<file path="config.mk">
export PLATFORM = sky130hd
export DESIGN_NAME = pt_walker
export DESIGN_NICKNAME = d
export VERILOG_FILES = /design/src/rtl/ptw_pkg.sv /design/src/rtl/ptw_idx_sel.sv /design/src/rtl/ptw_entry_eval.sv /design/src/rtl/pt_walker.sv
export SDC_FILE = /design/constraint.sdc
export NUM_CORES = 1
export LEC_CHECK = 0
export BUFFER_PORTS_ARGS = -buffer_cell sky130_fd_sc_hd__buf_4
export CAP_MARGIN = 10
export CORE_ASPECT_RATIO = 1.4
export CORE_MARGIN = 1.5
export CORE_UTILIZATION = 50
export CTS_CLUSTER_DIAMETER = 50
export DETAILED_ROUTE_END_ITERATION = 10
export GPL_TIMING_DRIVEN = 0
export PLACE_DENSITY = 0.85
export SETUP_SLACK_MARGIN = 0.15
export SYNTH_ARGS = -nofsm -noshare
export SYNTH_HDL_FRONTEND = slang
export SYNTH_SLANG_ARGS = --single-unit
</file>
<file path="constraint.sdc">
create_clock -name clk -period 1.9 [get_ports clk]
set_clock_uncertainty 0.05 [all_clocks]
set_input_delay 0.38 -clock clk [delete_from_list [all_inputs] [get_ports clk]]
set_output_delay 0.38 -clock clk [all_outputs]
set_load 0.1 [all_outputs]
</file>
<file path="src/rtl/ptw_pkg.sv">
package ptw_pkg;

    // entry flag positions (fixed by the table format)
    localparam int BIT_PRESENT = 0;
    localparam int BIT_WRITE   = 1;
    localparam int BIT_USER    = 2;
    localparam int BIT_WT      = 3;
    localparam int BIT_CD      = 4;
    localparam int BIT_ACC     = 5;
    localparam int BIT_DIRTY   = 6;
    localparam int BIT_BIG     = 7;
    localparam int BIT_GLOBAL  = 8;

    typedef enum logic [1:0] {
        FLT_NONE    = 2'd0,
        FLT_ABSENT  = 2'd1,
        FLT_PROTECT = 2'd2,
        FLT_BIGPAGE = 2'd3
    } fault_e;

    typedef enum logic [2:0] {
        ST_IDLE,
        ST_RD_REQ,
        ST_RD_WAIT,
        ST_EVAL,
        ST_WR_REQ,
        ST_WR_WAIT,
        ST_NEXT,
        ST_DONE
    } walk_state_e;

    typedef struct packed {
        logic writable;
        logic user;
        logic wt;
        logic cd;
        logic glb;
    } attr_t;

endpackage

</file>
<file path="src/rtl/ptw_idx_sel.sv">
module ptw_idx_sel #(
    parameter int LEVELS = 4,
    parameter int IDX_W  = 9,
    parameter int OFF_W  = 12,
    parameter int PFN_W  = 40,
    localparam int LVL_W = $clog2(LEVELS),
    localparam int SH_W  = OFF_W - IDX_W
) (
    input  logic [LEVELS*IDX_W-1:0] vpn,
    input  logic [LVL_W-1:0]        level,
    input  logic [PFN_W-1:0]        base_pfn,
    output logic [PFN_W+OFF_W-1:0]  entry_addr
);
    logic [IDX_W-1:0] idx_arr [LEVELS];

    for (genvar g = 0; g < LEVELS; g++) begin : g_split
        assign idx_arr[g] = vpn[(LEVELS-g)*IDX_W-1 -: IDX_W];
    end

    assign entry_addr = {base_pfn, idx_arr[level], {SH_W{1'b0}}};
endmodule

</file>
<file path="src/rtl/ptw_entry_eval.sv">
module ptw_entry_eval
    import ptw_pkg::*;
#(
    parameter int PTE_W = 64,
    parameter int PFN_W = 40,
    parameter int OFF_W = 12
) (
    input  logic [PTE_W-1:0] entry,
    input  logic             is_first,
    input  logic             is_last,
    input  logic             acc_write,
    input  logic             acc_user,
    output fault_e           fault,
    output logic [PTE_W-1:0] updated,
    output logic             need_wb,
    output logic [PFN_W-1:0] next_pfn
);
    logic [PTE_W-1:0] set_mask;

    always_comb begin
        if (!entry[BIT_PRESENT])
            fault = FLT_ABSENT;
        else if (is_first && entry[BIT_BIG])
            fault = FLT_BIGPAGE;
        else if ((acc_write && !entry[BIT_WRITE]) || (acc_user && !entry[BIT_USER]))
            fault = FLT_PROTECT;
        else
            fault = FLT_NONE;
    end

    always_comb begin
        set_mask = '0;
        set_mask[BIT_ACC]   = 1'b1;
        set_mask[BIT_DIRTY] = is_last && acc_write;
    end

    assign updated  = entry | set_mask;
    assign need_wb  = (fault == FLT_NONE) && (updated != entry);
    assign next_pfn = entry[OFF_W+PFN_W-1:OFF_W];
endmodule

</file>
<file path="src/rtl/pt_walker.sv">
module pt_walker
    import ptw_pkg::*;
#(
    parameter int LEVELS = 4,
    parameter int IDX_W  = 9,
    parameter int OFF_W  = 12,
    parameter int PFN_W  = 40,
    parameter int PTE_W  = 64,
    localparam int VA_W  = LEVELS*IDX_W + OFF_W,
    localparam int PA_W  = PFN_W + OFF_W,
    localparam int LVL_W = $clog2(LEVELS)
) (
    input  logic             clk,
    input  logic             rst,
    input  logic             req_valid,
    output logic             req_ready,
    input  logic [VA_W-1:0]  req_vaddr,
    input  logic             req_write,
    input  logic             req_user,
    input  logic [PFN_W-1:0] root_pfn,
    output logic             mem_req_valid,
    input  logic             mem_req_ready,
    output logic             mem_req_write,
    output logic [PA_W-1:0]  mem_req_addr,
    output logic [PTE_W-1:0] mem_req_wdata,
    input  logic             mem_rsp_valid,
    input  logic [PTE_W-1:0] mem_rsp_rdata,
    output logic             done,
    output logic [1:0]       fault_code,
    output logic [PA_W-1:0]  paddr,
    output logic             attr_writable,
    output logic             attr_user,
    output logic             attr_wt,
    output logic             attr_cd,
    output logic             attr_global
);
    localparam logic [LVL_W-1:0] LAST_LVL = LVL_W'(LEVELS-1);

    walk_state_e      state;
    logic [LVL_W-1:0] level;
    logic [VA_W-1:0]  vaddr_q;
    logic             wr_q, user_q;
    logic [PFN_W-1:0] base_q;
    logic [PTE_W-1:0] entry_q;
    logic             rw_acc, us_acc;
    attr_t            attr_q;
    fault_e           fault_q;
    logic [PA_W-1:0]  paddr_q;

    fault_e           ev_fault;
    logic [PTE_W-1:0] ev_updated;
    logic             ev_need_wb;
    logic [PFN_W-1:0] ev_next_pfn;
    logic [PA_W-1:0]  entry_addr;

    ptw_idx_sel #(.LEVELS(LEVELS), .IDX_W(IDX_W), .OFF_W(OFF_W), .PFN_W(PFN_W)) u_idx (
        .vpn        (vaddr_q[VA_W-1:OFF_W]),
        .level      (level),
        .base_pfn   (base_q),
        .entry_addr (entry_addr)
    );

    ptw_entry_eval #(.PTE_W(PTE_W), .PFN_W(PFN_W), .OFF_W(OFF_W)) u_eval (
        .entry     (entry_q),
        .is_first  (level == '0),
        .is_last   (level == LAST_LVL),
        .acc_write (wr_q),
        .acc_user  (user_q),
        .fault     (ev_fault),
        .updated   (ev_updated),
        .need_wb   (ev_need_wb),
        .next_pfn  (ev_next_pfn)
    );

    always_ff @(posedge clk) begin
        if (rst) begin
            state   <= ST_IDLE;
            level   <= '0;
            vaddr_q <= '0;
            wr_q    <= 1'b0;
            user_q  <= 1'b0;
            base_q  <= '0;
            entry_q <= '0;
            rw_acc  <= 1'b1;
            us_acc  <= 1'b1;
            attr_q  <= '0;
            fault_q <= FLT_NONE;
            paddr_q <= '0;
        end else begin
            case (state)
                ST_IDLE: begin
                    if (req_valid) begin
                        vaddr_q <= req_vaddr;
                        wr_q    <= req_write;
                        user_q  <= req_user;
                        base_q  <= root_pfn;
                        level   <= '0;
                        rw_acc  <= 1'b1;
                        us_acc  <= 1'b1;
                        fault_q <= FLT_NONE;
                        attr_q  <= '0;
                        paddr_q <= '0;
                        state   <= ST_RD_REQ;
                    end
                end
                ST_RD_REQ:  if (mem_req_ready) state <= ST_RD_WAIT;
                ST_RD_WAIT: begin
                    if (mem_rsp_valid) begin
                        entry_q <= mem_rsp_rdata;
                        state   <= ST_EVAL;
                    end
                end
                ST_EVAL: begin
                    if (ev_fault != FLT_NONE) begin
                        fault_q <= ev_fault;
                        state   <= ST_DONE;
                    end else begin
                        rw_acc <= rw_acc & entry_q[BIT_WRITE];
                        us_acc <= us_acc & entry_q[BIT_USER];
                        state  <= ev_need_wb ? ST_WR_REQ : ST_NEXT;
                    end
                end
                ST_WR_REQ:  if (mem_req_ready) state <= ST_WR_WAIT;
                ST_WR_WAIT: if (mem_rsp_valid) state <= ST_NEXT;
                ST_NEXT: begin
                    if (level == LAST_LVL) begin
                        paddr_q <= {ev_next_pfn, vaddr_q[OFF_W-1:0]};
                        attr_q  <= '{writable: rw_acc, user: us_acc,
                                     wt: entry_q[BIT_WT], cd: entry_q[BIT_CD],
                                     glb: entry_q[BIT_GLOBAL]};
                        state   <= ST_DONE;
                    end else begin
                        base_q <= ev_next_pfn;
                        level  <= level + 1'b1;
                        state  <= ST_RD_REQ;
                    end
                end
                ST_DONE: state <= ST_IDLE;
                default: state <= ST_IDLE;
            endcase
        end
    end

    assign req_ready     = (state == ST_IDLE);
    assign mem_req_valid = (state == ST_RD_REQ) || (state == ST_WR_REQ);
    assign mem_req_write = (state == ST_WR_REQ);
    assign mem_req_addr  = entry_addr;
    assign mem_req_wdata = ev_updated;
    assign done          = (state == ST_DONE);
    assign fault_code    = fault_q;
    assign paddr         = paddr_q;
    assign attr_writable = attr_q.writable;
    assign attr_user     = attr_q.user;
    assign attr_wt       = attr_q.wt;
    assign attr_cd       = attr_q.cd;
    assign attr_global   = attr_q.glb;

    assert_done_pulse_R9: assert property (@(posedge clk) disable iff (rst)
        done |=> !done);

    assert_idle_quiet_R9: assert property (@(posedge clk) disable iff (rst)
        req_ready |-> (!mem_req_valid && !done));

    assert_req_hold_R10: assert property (@(posedge clk) disable iff (rst)
        (mem_req_valid && !mem_req_ready) |=>
            (mem_req_valid && $stable(mem_req_addr) && $stable(mem_req_write)));

    assert_wb_sets_acc_R6: assert property (@(posedge clk) disable iff (rst)
        (mem_req_valid && mem_req_write) |-> mem_req_wdata[BIT_ACC]);

    assert_wb_keeps_bits_R6: assert property (@(posedge clk) disable iff (rst)
        (mem_req_valid && mem_req_write) |-> ((mem_req_wdata & entry_q) == entry_q));

    assert_absent_no_wb_R3: assert property (@(posedge clk) disable iff (rst)
        (state == ST_EVAL && !entry_q[BIT_PRESENT]) |=> (done && fault_code == 2'd1));
endmodule

</file>
# [Word-level counts from Yosys, hierarchy flattened]
# Cells that the tools add are included.
[word_totals] regBits=220 latchBits=0 ram_bits=0 mem_bits_ro=0 input_bits=159 out_inout_bits=179 word_cells=96 n_memories=0
[op_classes] n_addsub=1 multipliers=0 div_mod_pow=0 n_lt_le_gt_ge=1 n_eq_ne=18 shifts=0 mux=34 bitwise_logic=4 n_reduce_logical=22
[ops] cell="52-bit 2-to-1 mux" n=2
[ops] cell="52-bit one-hot mux with 2 select lines" n=1
[ops] cell="40-bit 2-to-1 mux" n=2
[ops] cell="40-bit one-hot mux with 2 select lines" n=1
[ops] cell="64-bit inequality test" n=1
[ops] cell="64-bit by 7-bit bitwise OR with 64-bit output" n=1
[ops] cell="3-bit one-hot mux with 8 select lines" n=1
[ops] cell="9-bit binary-select mux with 2-bit select" n=1
[ops] cell="3-bit 2-to-1 mux" n=6
[ops] cell="9-bit 2-to-1 mux" n=2
[ops] cell="2-bit 2-to-1 mux" n=8
[ops] cell="2-bit inequality test (second input constant)" n=8
[ops] cell="3-bit == test (second input constant)" n=4
[ops] cell="3-bit AND reduction" n=4
[ops] cell="5-bit 2-to-1 mux" n=2
[ops] cell="5-bit one-hot mux with 2 select lines" n=1
[ops] cell="2-bit one-hot mux with 2 select lines" n=2
[ops] cell="3-bit by 2-bit == test with 1-bit output (second input constant)" n=2
[ops] cell="2-bit nonzero test" n=3
[ops] cell="1-bit logical AND" n=5
[ops] cell="5-bit AND reduction" n=1
[ops] cell="2-bit zero test" n=2
[ops] cell="1-bit one-hot mux with 2 select lines" n=2
[ops] cell="2-bit AND reduction" n=2
[ops] cell="other kinds (11)" n=16

# [Longest topological paths before layout]
[logic_depth] depth_word=11 ltp_mapped=7 mapped_depth_nobuf=5

# [Hierarchy]
# Synthesis repeated with hierarchy kept, for this count alone.
[unflattened] hier_cells=1169 hier_area_um2=9824.4
[modules_own_cells] module="pt_walker" instances=1 cells_per_inst=1000 area_per_inst_um2=8449.4
[modules_own_cells] module="ptw_entry_eval" instances=1 cells_per_inst=114 area_per_inst_um2=829.5
[modules_own_cells] module="ptw_idx_sel" instances=1 cells_per_inst=55 area_per_inst_um2=545.5

# [Least setup slack after synthesis]
# OpenSTA, ideal clock, no wires.
[synth_path] path_type="register -> register" start="register state[1]" end="register state[0]" setup_time_ns=0.137 arrival_ns=3.293 setup_slack_ns=-1.580 path_stages_with_launch=6 period_less_slack_ns=3.480 cell_sequence="dfxtp_1 > buf_6 > buf_2 > nor3b_1 > a221o_1 > a31oi_1"
[synth_between] elab_chain_len=3
[synth_rtl] item="start: declaration" line_no="pt_walker.sv:39" text="walk_state_e state;"
[synth_rtl] item="start signal: assignment" line_no="pt_walker.sv:120" text="state <= ev_need_wb ? ST_WR_REQ : ST_NEXT;"
[synth_rtl] item="3-bit == test *"
[synth_rtl] item="net mem_req_write" line_no="pt_walker.sv:23" text="output logic mem_req_write,"
[synth_rtl] item="2-bit inequality test (no source line)"
[synth_rtl] item="5-bit AND reduction (no source line)"
# The timed path passes the listed nets; every way through them passes the cells marked *.
# A chain may end at the register's enable or synchronous reset.

# [Worst setup path in the final report]
[layout_path] start="register level[0]" end="output mem_req_addr[4]"
[layout_between] elab_chain_len=4
[layout_rtl] item="start: declaration" line_no="pt_walker.sv:40" text="logic [LVL_W-1:0] level;"
[layout_rtl] item="start signal: assignment" line_no="pt_walker.sv:134" text="level <= level + 1'b1;"
[layout_rtl] item="2-bit NOT with 3-bit output (implied by the code)" line_no="ptw_idx_sel.sv:20" text="assign entry_addr = {base_pfn, idx_arr[level], {SH_W{1'b0}}};"
[layout_rtl] item="9-bit binary-select mux with 2-bit select" line_no="ptw_idx_sel.sv:20"
[layout_rtl] item="9-bit 2-to-1 mux (implied by the code) (2 in a row)" line_no="ptw_idx_sel.sv:20"
[layout_rtl] item="end: declaration" line_no="pt_walker.sv:24" text="output logic [PA_W-1:0] mem_req_addr,"
# No other way between the ends. The select of a mux whose other input is x is not followed.

==> out/results.ini <==
[outcome]
status=finished with violations
violations=negative setup slack

[job]
cap_violations=0

[global_route]
grt_max_degree=16
grt_pass1_wl_microns=52400
antenna_found_initial=0
grt_usage_pct=33.8
overflow=0
grt_pass1_vias=9773

[logic_synthesis]
yosysSeqAreaShare_pct=46.9
syn-cell-area_sq_um=9390
synth_top_area_share_pct=46.9
yosysWarnings=0
syn_inst=1140
async_flop_share_pct=0
synth-edff-count=0
yosys.area.top_type=dfxtp_1
synth_ff_type=dfxtp_1
synth_most_common_cell=nand2_1
synthTopCellsByCount=396 x nand2_1, 220 x dfxtp_1, 120 x a21oi_1
synth.avg_cell_area_sq_um=8.24
ys_types=48
synth_area_leaders=dfxtp_1 47%, nand2_1 16%, a21oi_1 6.4%, mux2i_1 6.2%, buf_4 5.4%
ys_ff_latch=220

[placement]
place_inst=1719
dp_hpwl_microns=23800
gp_congestion=0.898
portBuffers=333

[drt]
drt.antenna.violating_nets=0
drtPass1Iterations=5
routed_via_density=5.76
num_vias=10400
wl_per_cell_microns=21.9
routed_wl_microns=39600
first_iter_violations=867
drc=0

[setup_path]
worstPathArrival_ns=1.82
worst_path_max_delay_cell=mux4_2
worst_setup_path_start_kind=flip-flop
r2r-end=vaddr_q[13]
reg2reg_from=state[0]
cp_top_family=multiplexers
worstPathRequired_ns=1.47
slowest_delay_ns=0.55
cp_max_fo=5
rrSetupSlack_ns=-0.09
cp_num_buf_inv=2
endpoint_kind=primary output
worstPathCellList=buf_8 > mux4_2 > buf_6
critPathKind=reg -> out
worstRegToRegCells=9

[cts]
clock_tree.root_cell=clkbuf_16
ctsLongestPathBuffers=3
htree_levels=1
clock_sink_count=220
clk-insertion-delay-late_ns=0.51
cts_buffers=21
holdBufCountCts=0
clk_pin_slew_ns=0.07
tritoncts=done

[hold_path]
hold_path_depth=3
hold_path.startpoint=mem_rsp_rdata[49]
hold_path_class=in -> reg
whs_endpoint=entry_q[49]

[sta]
tns_ns=-5.35
drv_slew=0
rsz0062_at_grt=yes
relSlewSlack_pct=38.9
fin_crit_sh_pct=118
finalCriticalPeriod_ns=2.25
layout_setup_ws_ns=-0.349
tightest_slew_ns=0.916
finalHoldViolCount=0
fmax_ghz=0.445
setup_viol=60

[floorplanning]
start_util_pct=50.7
std_cell_rows=59
die_h_microns=165
ios=338
core_sq_um=18500
die_w_microns=119
dieArea_sq_um=19600

[cells_and_area]
num_antenna_cells=0
fin_nets=1715
drive_above_1_share_pct=45.9
fin_cells=1812
num-fill-cells=1054
area_growth_pct=61.4

[pwr]
peakVddDrop_uv=717
pwr_density_cell_nw_per_um2=899
leakage_nw=6.75

[worst min-delay path: cells and delay by family]
kind / cells / cell delay (ns)
buf+inv: 1 / 0.11
compound gates: 1 / 0.05
simple gates: 1 / 0.05
[report_power, final]
group	internal (mW)	switching, mW	leakage, nW	total, mW
combinational	1.52	2.55	4.60	4.07
sequential	4.85	0.208	1.80	5.06
clock	2.59	1.91	0.359	4.50
[cells by family after synthesis]
logic type                 Yosys count  share of synthesized area (%)
adders and majority gates            2                          0.266
DFF                                220                           46.9
buffers and inverters              169                           10.2
other                                2                         0.0800
muxes                               67                           8.34
AOI/OAI and AO/OA                  177                           11.6
xor gates and xnor gates             1                         0.0933
and+or+nand+nor                    502                           22.5
[per-stage QoR]
stage	worst slack, ns	power (mW)	instance area [sq um]	hold slack, ns	utilization, %
floorplan	-0.00233	7.27	9460	0.382	-
finish	-0.349	13.6	15200	0.0670	81.8
CTS	-0.338	13.0	14100	0.0469	75.9
global placement	-0.167	8.08	12300	0.389	66.2
global route	-0.380	13.9	15200	0.0660	81.8
detailed placement	-0.198	8.13	12300	0.394	66.2
[routing by layer]
metal / wire, microns / up-vias / global-route usage (%)
met2: 21000 / 664 / 65.6
met3: 2750 / 213 / 4.84
li1: - / 4596 / -
met5: 0 / - / 0
met1: 12900 / 4962 / 35.7
met4: 2920 / 0 / 16.2
[worst max path at each step]
stage	start	end	slack [ns]	cells after the start
4_1_cts	level[0]	mem_req_addr[5]	-0.34	3
5_1_grt	level[0]	mem_req_addr[4]	-0.38	3
6_report	level[0]	mem_req_addr[4]	-0.35	3
3_5_place_dp	level[1]	state[0]	-0.20	6
3_3_place_gp	level[1]	state[0]	-0.17	6
2_1_floorplan	state[1]	state[0]	-0.002	5
[cell type report]
class | count | area, sq um | share of cell area (%)
Sequential cell | 220 | 4430 | 29.2
Clock inverter | 6 | 90.1 | 0.594
Tap cell | 244 | 305 | 2.01
Inverter | 6 | 25.0 | 0.165
Timing Repair Buffer | 390 | 3520 | 23.2
Multi-Input combinational cell | 753 | 4810 | 31.8
Clock buffer | 31 | 633 | 4.18
Buffer | 162 | 1340 | 8.84
[layout by cell type (no fill, tap or decap), types with 5 or more instances in the layout]
cell type  Yosys  layout
buf_4         67     384
buf_12         0      22
buf_6          5      66
clkbuf_1      58      29
mux2i_1       58      56
buf_8          0      11
nand2_4        0      50
a21oi_2        0      48
clkbuf_8       0       7
a311oi_1      41      41
mux4_2         9       9
clkbuf_16      0      33
a21oi_1      120      71
clkbuf_4       0       5
nand3_1       32      32
nor3_1        46      44
dfxtp_1      220     209
nand2_1      396     328
nand2_2        0      18
clkbuf_2       0      18
dfxtp_2        0       8
[state kept, by name, summed over array words and instances, names as in the netlist]
name,flops
attr_user,1
us_acc,1
attr_writable,1
paddr,52
fault_code,2
attr_wt,1
state,3
entry_q,64
base_q,40
vaddr_q,48
level,2
wr_q,1
attr_cd,1
attr_global,1
rw_acc,1
user_q,1
[what timing repair did]
action                     4_1_cts  5_1_grt
gates resized for setup        205      228
pin swaps                       66       55
setup buffers                   26       17
cloned                           6        8
setup endpoints to repair      231      250
Power figures use the tool's default switching activity.
